===== config.mk =====
export PLATFORM = sky130hd
export DESIGN_NAME = frt_capture_unit
export DESIGN_NICKNAME = d
export VERILOG_FILES = /design/src/rtl/frt_pkg.sv /design/src/rtl/frt_edge_detect.sv /design/src/rtl/frt_counter.sv /design/src/rtl/frt_capture_unit.sv
export SDC_FILE = /design/constraint.sdc
export NUM_CORES = 1
export LEC_CHECK = 0
export BUFFER_PORTS_ARGS = -buffer_cell sky130_fd_sc_hd__clkbuf_2
export CAP_MARGIN = 5
export CORE_UTILIZATION = 58
export DETAILED_ROUTE_END_ITERATION = 10
export PLACE_DENSITY = 0.76
export SYNTH_ARGS = -nofsm -noshare
export SYNTH_HDL_FRONTEND = slang
export SYNTH_SLANG_ARGS = --single-unit

===== constraint.sdc =====
create_clock -name clk -period 2.9 [get_ports clk]
set_input_delay 0.725 -clock clk [delete_from_list [all_inputs] [get_ports clk]]
set_output_delay 0.725 -clock clk [all_outputs]
set_load 0.03 [all_outputs]

===== src/rtl/frt_pkg.sv =====
package frt_pkg;
    localparam int FRT_BUS_W       = 8;
    localparam int FRT_NUM_CH      = 4;
    localparam int FRT_ADDR_W      = 4;
    localparam int FRT_SYNC_STAGES = 2;

    // byte address map
    localparam int FRT_ADR_CNT_HI   = 0;
    localparam int FRT_ADR_CNT_LO   = 1;
    localparam int FRT_ADR_CMP_HI   = 2;
    localparam int FRT_ADR_CMP_LO   = 3;
    localparam int FRT_ADR_CTRL     = 4;
    localparam int FRT_ADR_STAT     = 5;
    localparam int FRT_ADR_CAP_BASE = 8;
endpackage


===== src/rtl/frt_edge_detect.sv =====
module frt_edge_detect #(
    parameter int STAGES = 2
) (
    input  logic clk,
    input  logic rst_n,
    input  logic pin,
    input  logic rise_sel,
    output logic strobe
);
    logic [STAGES-1:0] sync_d, sync_q;
    logic              prev_d, prev_q;
    logic              level;

    assign level = sync_q[STAGES-1];

    always_comb begin
        sync_d = {sync_q[STAGES-2:0], pin};
        prev_d = level;
        strobe = rise_sel ? (level & ~prev_q) : (~level & prev_q);
    end

    always_ff @(posedge clk) begin
        if (!rst_n) begin
            sync_q <= '0;
            prev_q <= 1'b0;
        end else begin
            sync_q <= sync_d;
            prev_q <= prev_d;
        end
    end
endmodule


===== src/rtl/frt_counter.sv =====
module frt_counter #(
    parameter int CNT_W = 16
) (
    input  logic             clk,
    input  logic             rst_n,
    input  logic             tick_en,
    input  logic             load_en,
    input  logic [CNT_W-1:0] load_val,
    input  logic [CNT_W-1:0] cmp_val,
    input  logic             clr_on_match,
    output logic [CNT_W-1:0] cnt,
    output logic             match
);
    logic [CNT_W-1:0] cnt_d, cnt_q;

    assign cnt = cnt_q;

    always_comb begin
        match = tick_en && (cnt_q == cmp_val);
        cnt_d = cnt_q;
        if (load_en) begin
            cnt_d = load_val;
        end else if (tick_en) begin
            if (match && clr_on_match) cnt_d = '0;
            else                       cnt_d = cnt_q + 1'b1;
        end
    end

    always_ff @(posedge clk) begin
        if (!rst_n) cnt_q <= '0;
        else        cnt_q <= cnt_d;
    end
endmodule


===== src/rtl/frt_capture_unit.sv =====
module frt_capture_unit import frt_pkg::*; #(
    parameter int BUS_W       = FRT_BUS_W,
    parameter int NUM_CH      = FRT_NUM_CH,
    parameter int ADDR_W      = FRT_ADDR_W,
    parameter int SYNC_STAGES = FRT_SYNC_STAGES
) (
    input  logic              clk,
    input  logic              rst_n,
    input  logic              tick_en,
    input  logic [NUM_CH-1:0] cap_pin,
    input  logic [ADDR_W-1:0] bus_addr,
    input  logic              bus_wr,
    input  logic              bus_rd,
    input  logic [BUS_W-1:0]  bus_wdata,
    output logic [BUS_W-1:0]  bus_rdata
);
    localparam int CNT_W = 2 * BUS_W;
    localparam logic [ADDR_W-1:0] A_CNT_HI = ADDR_W'(FRT_ADR_CNT_HI);
    localparam logic [ADDR_W-1:0] A_CNT_LO = ADDR_W'(FRT_ADR_CNT_LO);
    localparam logic [ADDR_W-1:0] A_CMP_HI = ADDR_W'(FRT_ADR_CMP_HI);
    localparam logic [ADDR_W-1:0] A_CMP_LO = ADDR_W'(FRT_ADR_CMP_LO);
    localparam logic [ADDR_W-1:0] A_CTRL   = ADDR_W'(FRT_ADR_CTRL);
    localparam logic [ADDR_W-1:0] A_STAT   = ADDR_W'(FRT_ADR_STAT);

    typedef struct packed {
        logic [BUS_W-1:0]             tmp;
        logic [CNT_W-1:0]             cmpa;
        logic                         clr_en;
        logic [NUM_CH-1:0]            rise_sel;
        logic [NUM_CH-1:0]            cap_flag;
        logic                         match_flag;
        logic [NUM_CH-1:0]            pend;
        logic [NUM_CH-1:0][CNT_W-1:0] cap;
    } frt_state_t;

    frt_state_t s_d, s_q;

    logic [CNT_W-1:0]  cnt;
    logic              match;
    logic              cnt_load;
    logic [CNT_W-1:0]  load_val;
    logic [NUM_CH-1:0] strobe;
    logic [NUM_CH-1:0] hi_rd;
    logic [NUM_CH-1:0] fire;

    // observation nets for the bound checker
    logic [CNT_W-1:0]             cmpa_w;
    logic                         clr_en_w;
    logic                         match_flag_w;
    logic [NUM_CH-1:0]            cap_flag_w;
    logic [NUM_CH-1:0][CNT_W-1:0] cap_w;

    assign cmpa_w       = s_q.cmpa;
    assign clr_en_w     = s_q.clr_en;
    assign match_flag_w = s_q.match_flag;
    assign cap_flag_w   = s_q.cap_flag;
    assign cap_w        = s_q.cap;

    // bus decode shared by the counter and the state logic
    always_comb begin
        cnt_load = bus_wr && (bus_addr == A_CNT_LO);
        load_val = {s_q.tmp, bus_wdata};
        for (int k = 0; k < NUM_CH; k++) begin
            hi_rd[k] = bus_rd && (bus_addr == ADDR_W'(FRT_ADR_CAP_BASE + 2 * k));
        end
    end

    frt_counter #(.CNT_W(CNT_W)) u_counter (
        .clk          (clk),
        .rst_n        (rst_n),
        .tick_en      (tick_en),
        .load_en      (cnt_load),
        .load_val     (load_val),
        .cmp_val      (s_q.cmpa),
        .clr_on_match (s_q.clr_en),
        .cnt          (cnt),
        .match        (match)
    );

    generate
        for (genvar g = 0; g < NUM_CH; g++) begin : g_chan
            frt_edge_detect #(.STAGES(SYNC_STAGES)) u_edge (
                .clk      (clk),
                .rst_n    (rst_n),
                .pin      (cap_pin[g]),
                .rise_sel (s_q.rise_sel[g]),
                .strobe   (strobe[g])
            );
        end
    endgenerate

    // next-state logic
    always_comb begin
        s_d = s_q;

        // temp byte: upper-byte reads latch the lower half
        if (bus_rd && (bus_addr == A_CNT_HI)) s_d.tmp = cnt[BUS_W-1:0];
        for (int k = 0; k < NUM_CH; k++) begin
            if (hi_rd[k]) s_d.tmp = s_q.cap[k][BUS_W-1:0];
        end

        if (bus_wr) begin
            case (bus_addr)
                A_CNT_HI, A_CMP_HI: s_d.tmp = bus_wdata;
                A_CMP_LO:           s_d.cmpa = {s_q.tmp, bus_wdata};
                A_CTRL: begin
                    s_d.rise_sel = bus_wdata[NUM_CH-1:0];
                    s_d.clr_en   = bus_wdata[NUM_CH];
                end
                A_STAT: begin
                    s_d.cap_flag   = s_q.cap_flag & bus_wdata[NUM_CH-1:0];
                    s_d.match_flag = s_q.match_flag & bus_wdata[NUM_CH];
                end
                default: ;
            endcase
        end

        // capture: held back while its upper byte is being read
        for (int k = 0; k < NUM_CH; k++) begin
            fire[k]     = (strobe[k] | s_q.pend[k]) & ~hi_rd[k];
            s_d.pend[k] = (strobe[k] | s_q.pend[k]) & hi_rd[k];
            if (fire[k]) begin
                s_d.cap[k]      = cnt;
                s_d.cap_flag[k] = 1'b1;
            end
        end

        if (match) s_d.match_flag = 1'b1;
    end

    always_ff @(posedge clk) begin
        if (!rst_n) begin
            s_q      <= '0;
            s_q.cmpa <= '1;
        end else begin
            s_q <= s_d;
        end
    end

    // read mux
    always_comb begin
        bus_rdata = '0;
        case (bus_addr)
            A_CNT_HI: bus_rdata = cnt[CNT_W-1:BUS_W];
            A_CNT_LO: bus_rdata = s_q.tmp;
            A_CMP_HI: bus_rdata = s_q.cmpa[CNT_W-1:BUS_W];
            A_CMP_LO: bus_rdata = s_q.cmpa[BUS_W-1:0];
            A_CTRL:   bus_rdata[NUM_CH:0] = {s_q.clr_en, s_q.rise_sel};
            A_STAT:   bus_rdata[NUM_CH:0] = {s_q.match_flag, s_q.cap_flag};
            default:  ;
        endcase
        for (int k = 0; k < NUM_CH; k++) begin
            if (bus_addr == ADDR_W'(FRT_ADR_CAP_BASE + 2 * k))
                bus_rdata = s_q.cap[k][CNT_W-1:BUS_W];
            if (bus_addr == ADDR_W'(FRT_ADR_CAP_BASE + 2 * k + 1))
                bus_rdata = s_q.tmp;
        end
    end
endmodule


# After elaboration in Yosys (flattened, before gate mapping)
# Cells that the tools add are included.
# word_totals
in_bits	21
output_inout_bits	8
elab_cells	132
regBits	130
# op_classes
addsub	1
n_reduce_logical	28
mux	32
n_eq_ne	14
bitwise_logic	34
# op_table
cell	count
$mux W8	14
$mux W16	4
$mux W34	1
$eq A4 B4 Y1 const B	8
$pmux W5 S6	1
$reduce_bool A2 Y1	11
$and A1 B1 Y1	17
$add A16 B1 Y16 const B	1
$eq A16 B16 Y1	1
$reduce_and A2 Y1	7
$not A1 Y1	12
$pmux W3 S4	1
$mux W5	2
$mux W1	9
$eq A4 B2 Y1 const B	2
$eq A4 B3 Y1 const B	2
$logic_and A1 B1 Y1	8
$and A4 B4 Y4	1
$eq A4 B1 Y1 const B	1
$logic_not A4 Y1	1
$or A1 B1 Y1	4
$reduce_or A2 Y1	1

# Logic depth before layout (Yosys ltp)
# logic_depth
word_depth	10
depth_mapped	8
depth_no_buf	5

# Cells and area by module
# From an unflattened synthesis, not the netlist that was laid out.
# unflattened
cells_unflattened	770
area_unflattened_um2	6919.1
# by_module_without_submodules
mod	instances	cells_per_inst	area_per_inst_um2	seq_area_each_um2
frt_capture_unit	1	588	5311.3	2042.0
frt_counter	1	146	1197.4	320.3
frt_edge_detect	4	9	102.6	60.1

# Worst setup path after synthesis
# OpenSTA, ideal clock, no wires.
# synth_path
path_kind	in2out
from	in bus_addr[1]
to	out bus_rdata[4]
t_required_ns	2.175
path_slack_ns	-0.348
t_arrival_ns	2.523
cell_stages	7
path_buffers	3
path_cell_list	buf_2 buf_4 buf_2 o22ai_1 o31ai_1 a21oi_1 o31ai_1
# synth_via
elab_chain_len	10
elab_cells_between_ends	23
classes_between	13 x eq/ne; 9 x mux; 1 x reduce/logical
# synth_rtl
item	line_no	source
from (decl)	frt_capture_unit.sv:11	input logic [ADDR_W-1:0] bus_addr,
$eq A4 B3 Y1 (tied with other cells)	frt_capture_unit.sv:143	case (bus_addr)
$pmux W5 S6	frt_capture_unit.sv:143	
$mux W8	frt_capture_unit.sv:153	if (bus_addr == ADDR_W'(FRT_ADR_CAP_BASE + 2 * k))
$mux W8	frt_capture_unit.sv:155	if (bus_addr == ADDR_W'(FRT_ADR_CAP_BASE + 2 * k + 1))
$mux W8	frt_capture_unit.sv:153	
$mux W8	frt_capture_unit.sv:155	
$mux W8	frt_capture_unit.sv:153	
$mux W8	frt_capture_unit.sv:155	
$mux W8	frt_capture_unit.sv:153	
$mux W8 (*)	frt_capture_unit.sv:155	
to (decl)	frt_capture_unit.sv:15	output logic [BUS_W-1:0] bus_rdata
# Every way passes the cells marked *; elsewhere a longest branch is shown, timed or not.

# Worst setup path after layout
# layout_path
from	in bus_addr[1]
to	out bus_rdata[2]
# The elaborated chain is that of the path after synthesis.

==> metrics.txt <==
# TYPE chip_impl_metric gauge
chip_impl_info{name="status",value="complete, no violations"} 1
chip_impl_metric{name="finalHoldViolations",unit=""} 0
chip_impl_metric{name="insertedDiodeCount",unit=""} 0
chip_impl_metric{name="die_w",unit="um"} 108
chip_impl_metric{name="die_h",unit="um"} 108
chip_impl_metric{name="synth_adder_area_share",unit=""} 0.00191
chip_impl_metric{name="area_delta_synth_final",unit="%"} 17.3
chip_impl_metric{name="total_power",unit="mW"} 4.45
chip_impl_metric{name="synth_area",unit="sq um"} 6560
chip_impl_metric{name="muxShareOfSynthArea",unit=""} 0.134
chip_impl_metric{name="synth_seq_cells",unit=""} 130
chip_impl_metric{name="synthesis.area_per_instance",unit="sq um"} 8.58
chip_impl_metric{name="pin_count",unit=""} 29
chip_impl_info{name="worst_r2r_startpoint",value="u_counter.cnt[1]"} 1
chip_impl_metric{name="cts_sinks",unit=""} 130
chip_impl_metric{name="post_synth_xor_area_fraction",unit=""} 0.0401
chip_impl_info{name="setup.worst_path.start",value="bus_addr[1]"} 1
chip_impl_metric{name="globalplace.congestion",unit=""} 0.911
chip_impl_metric{name="grt_pass1_wl",unit="mm"} 29.8
chip_impl_metric{name="starting_density",unit=""} 0.600
chip_impl_info{name="hp-start",value="g_chan[0].u_edge.sync_q[0]"} 1
chip_impl_info{name="layout.cells.most_common",value="dfxtp_1"} 1
chip_impl_info{name="endpoint_kind",value="primary output"} 1
chip_impl_metric{name="route.antenna.remaining_nets",unit=""} 0
chip_impl_metric{name="numPortBuffers",unit=""} 28
chip_impl_metric{name="cts_hold_buffers",unit=""} 0
chip_impl_metric{name="cts-root-to-sink-buffers",unit=""} 2
chip_impl_metric{name="synth_seq_area_share",unit=""} 0.397
chip_impl_info{name="critical_path.reg2reg.endpoint",value="u_counter.cnt[2]"} 1
chip_impl_metric{name="powerDensity",unit="nW/um^2"} 578
chip_impl_info{name="dominant_combinational_cell_family_by_area_after_synthesis",value="simple AND/OR/NAND/NOR gates"} 1
chip_impl_metric{name="synthesis.nets",unit=""} 786
chip_impl_metric{name="cts_made_buffers",unit=""} 17
chip_impl_metric{name="dp_cells",unit=""} 921
chip_impl_metric{name="grt_start_max_net_pins",unit=""} 81
chip_impl_info{name="highest_count_cells_in_the_layout_ignoring_fill_and_taps",value="dfxtp_1 (130), nor2_1 (93), nand2_1 (76), mux2i_1 (74), buf_4 (53)"} 1
chip_impl_info{name="critPathLaunchType",value="input port"} 1
chip_impl_metric{name="finish.utilization",unit=""} 0.703
chip_impl_metric{name="synth.lib_cells_used.distinct",unit=""} 67
chip_impl_metric{name="place.detailed.hpwl",unit="mm"} 13.2
chip_impl_metric{name="grt_antenna_before_repair",unit=""} 0
chip_impl_metric{name="maxCapViolCount",unit=""} 0
chip_impl_metric{name="cp.required",unit="ps"} 2170
chip_impl_metric{name="worst-endpoint-arrival",unit="ps"} 2170
chip_impl_info{name="unrepaired_setup_endpoints_after_global_routing",value="true"} 1
chip_impl_metric{name="dpl_cell_area",unit="sq um"} 7020
chip_impl_metric{name="stdcell_area",unit="sq um"} 7690
chip_impl_metric{name="postRouteWirelength",unit="mm"} 18.9
chip_impl_metric{name="std_cell_rows",unit=""} 38
chip_impl_metric{name="finalWorstPathRequiredPeriod",unit="ps"} 2890
chip_impl_metric{name="leakage",unit="nW"} 3.23
chip_impl_metric{name="dp_slack",unit="ps"} -22.8
chip_impl_metric{name="asyncSetResetFlopFracSynth",unit=""} 0
chip_impl_info{name="min_path_type",value="flip-flop to flip-flop"} 1
chip_impl_metric{name="netlist_instances",unit=""} 764
chip_impl_metric{name="drtPass1Iterations",unit=""} 6
chip_impl_metric{name="yosysWarningCount",unit=""} 0
chip_impl_metric{name="finalNonFillerCells",unit=""} 951
chip_impl_metric{name="first_global_vias",unit=""} 5750
chip_impl_metric{name="reg2reg_slack",unit="ps"} 550
chip_impl_metric{name="vdd_drop_max",unit="mV"} 0.633
chip_impl_metric{name="worstPathMaxFanout",unit=""} 5
chip_impl_metric{name="post_cts_repair_timing_setup_buffer_count",unit=""} 0
chip_impl_metric{name="whs",unit="ps"} 429
chip_impl_metric{name="synth_enable_flop_cells",unit=""} 0
chip_impl_metric{name="number_of_h_tree_levels",unit=""} 4
chip_impl_metric{name="post_synthesis_compound_gate_area_fraction",unit=""} 0.164
chip_impl_metric{name="drive_gt1_frac",unit=""} 0.189
chip_impl_metric{name="layout.nets",unit=""} 822
chip_impl_metric{name="total_routing_resource_utilization_after_global_routing",unit=""} 0.340
chip_impl_info{name="root_buffer",value="clkbuf_16"} 1
chip_impl_metric{name="post-route-worst-setup-slack",unit="ps"} 6.74
chip_impl_metric{name="worst-r2r-cell-count",unit=""} 5
chip_impl_metric{name="via_per_inst",unit=""} 6.21
chip_impl_metric{name="clk_pin_slew_worst_paths",unit="ps"} 50
chip_impl_info{name="yosys_most_used_dff",value="dfxtp_1"} 1
chip_impl_metric{name="dr_total_vias",unit=""} 5907
chip_impl_info{name="tritoncts",value="done"} 1
chip_impl_metric{name="floorplan.die_area",unit="sq um"} 11700
chip_impl_info{name="synth.top_cells.by_area",value="dfxtp_1 (40%), mux2i_1 (11%), nor2_1 (5.3%), nand2_1 (4.4%), o21ai_0 (3.1%)"} 1
chip_impl_metric{name="timing.setup.tns",unit="ps"} 0
chip_impl_metric{name="grt_remaining_overflow",unit=""} 0
chip_impl_metric{name="synth_largest_type_area_fraction",unit=""} 0.397
chip_impl_metric{name="timing.final.max_slew_violations",unit=""} 0
chip_impl_info{name="netlist.top_cell.by_area",value="dfxtp_1"} 1
chip_impl_metric{name="simple_gate_share_of_the_synthesized_area",unit=""} 0.206
chip_impl_metric{name="post_route_fraction_of_the_period_consumed_by_the_critical_path",unit=""} 0.998
chip_impl_info{name="critPathKind",value="input port to primary output"} 1
chip_impl_info{name="hold-path-endpoint",value="g_chan[0].u_edge.sync_q[1]"} 1
chip_impl_metric{name="route.detailed.drc",unit=""} 0
chip_impl_metric{name="timing.final.setup_violations",unit=""} 0
chip_impl_metric{name="fmax",unit="MHz"} 346
chip_impl_metric{name="holdPathStages",unit=""} 1
chip_impl_metric{name="finClkSkew",unit="ps"} 6.08
chip_impl_metric{name="maxSlewHeadroom",unit=""} 0.431
chip_impl_metric{name="drt_iter0_markers",unit=""} 453
chip_impl_metric{name="clk-insertion-delay-late",unit="ps"} 420
chip_impl_metric{name="wire_per_inst",unit="um"} 19.8
chip_impl_metric{name="fp.coreArea",unit="sq um"} 10900
chip_impl_metric{name="worst_slew_pin_tran",unit="ps"} 854
metal layers:
| layer | vias to the layer above | wire length, um | share of wire | track usage |
|---|---|---|---|---|
| met3 | 74 | 1320 | 0.070 | 0.0832 |
| met2 | 257 | 8950 | 0.47 | 0.555 |
| li1 | 2759 | - | - | - |
| met4 | 0 | 871 | 0.046 | 0.196 |
| met1 | 2817 | 7730 | 0.41 | 0.408 |
| met5 | - | 0 | 0 | 0 |
what timing repair did:
| action | CTS | global route |
|---|---|---|
| cloned | 0 | 0 |
| pin swaps | 0 | 3 |
| resized for setup | 4 | 30 |
| setup endpoints to repair | 4 | 8 |
cells by family (layout without fill, tap and decap cells):
logic type,after synthesis,count (layout)
compound gates,163,163
xor+xnor,30,30
fa+ha+maj,1,1
buf+inv,79,126
flops,130,130
mux,82,82
simple gates,279,279
registers in the layout, summed over array words and instances, names as in the netlist:
register	flops
load_val	8
cap_flag_w	4
cmpa_w	16
g_chan.u_edge.prev_q	4
clr_en_w	1
cap_w	64
u_counter.cnt	16
match_flag_w	1
s_q	8
g_chan.u_edge.sync_q	8
Yosys cell counts, drive strengths merged (3+ instances only):
library cell / n
a2111oi: 3
a21o: 7
a21oi: 36
a221oi: 5
a22oi: 7
a2bb2oi: 5
a31oi: 6
and2: 15
and3: 4
buf: 36
clkbuf: 31
dfxtp: 130
inv: 12
mux2: 4
mux2i: 74
mux4: 4
nand2: 77
nand2b: 3
nand3: 23
nand4: 3
nor2: 94
nor2b: 13
nor3: 20
nor3b: 7
nor4: 6
nor4b: 3
o21ai: 51
o22ai: 13
o31ai: 4
o32ai: 5
or2: 3
xnor2: 18
xor2: 12
critical path: stages:
cell and delay, ps:
clkbuf_4 180, buf_4 160, nor2b_1 200, buf_4 150, a22oi_1 70, o21ai_0 250, nand2_1 150, o31ai_4 70
clkbuf_4 220
cell type report:
| class | instances | area [sq um] |
|---|---|---|
| timing repair buffer | 84 | 616 |
| clock inverter | 9 | 131 |
| sequential | 130 | 2600 |
| inverter | 12 | 51.3 |
| clock buffer | 21 | 460 |
| multi-input combinational | 555 | 3650 |
| tap | 140 | 175 |
| fill | 850 | 3250 |
power by group:
| part | total (mW) | switching, mW | internal [mW] |
|---|---|---|---|
| Combinational | 0.429 | 0.256 | 0.174 |
| Clock | 2.16 | 0.771 | 1.39 |
| Sequential | 1.86 | 0.0451 | 1.82 |
how the worst max path moves through the flow:
stage | end
floorplan | bus_rdata[7]
global placement | bus_rdata[2]
detailed placement | bus_rdata[5]
CTS | bus_rdata[6]
global route | bus_rdata[2]
finish | bus_rdata[2]
Power figures use the tool's default switching activity.
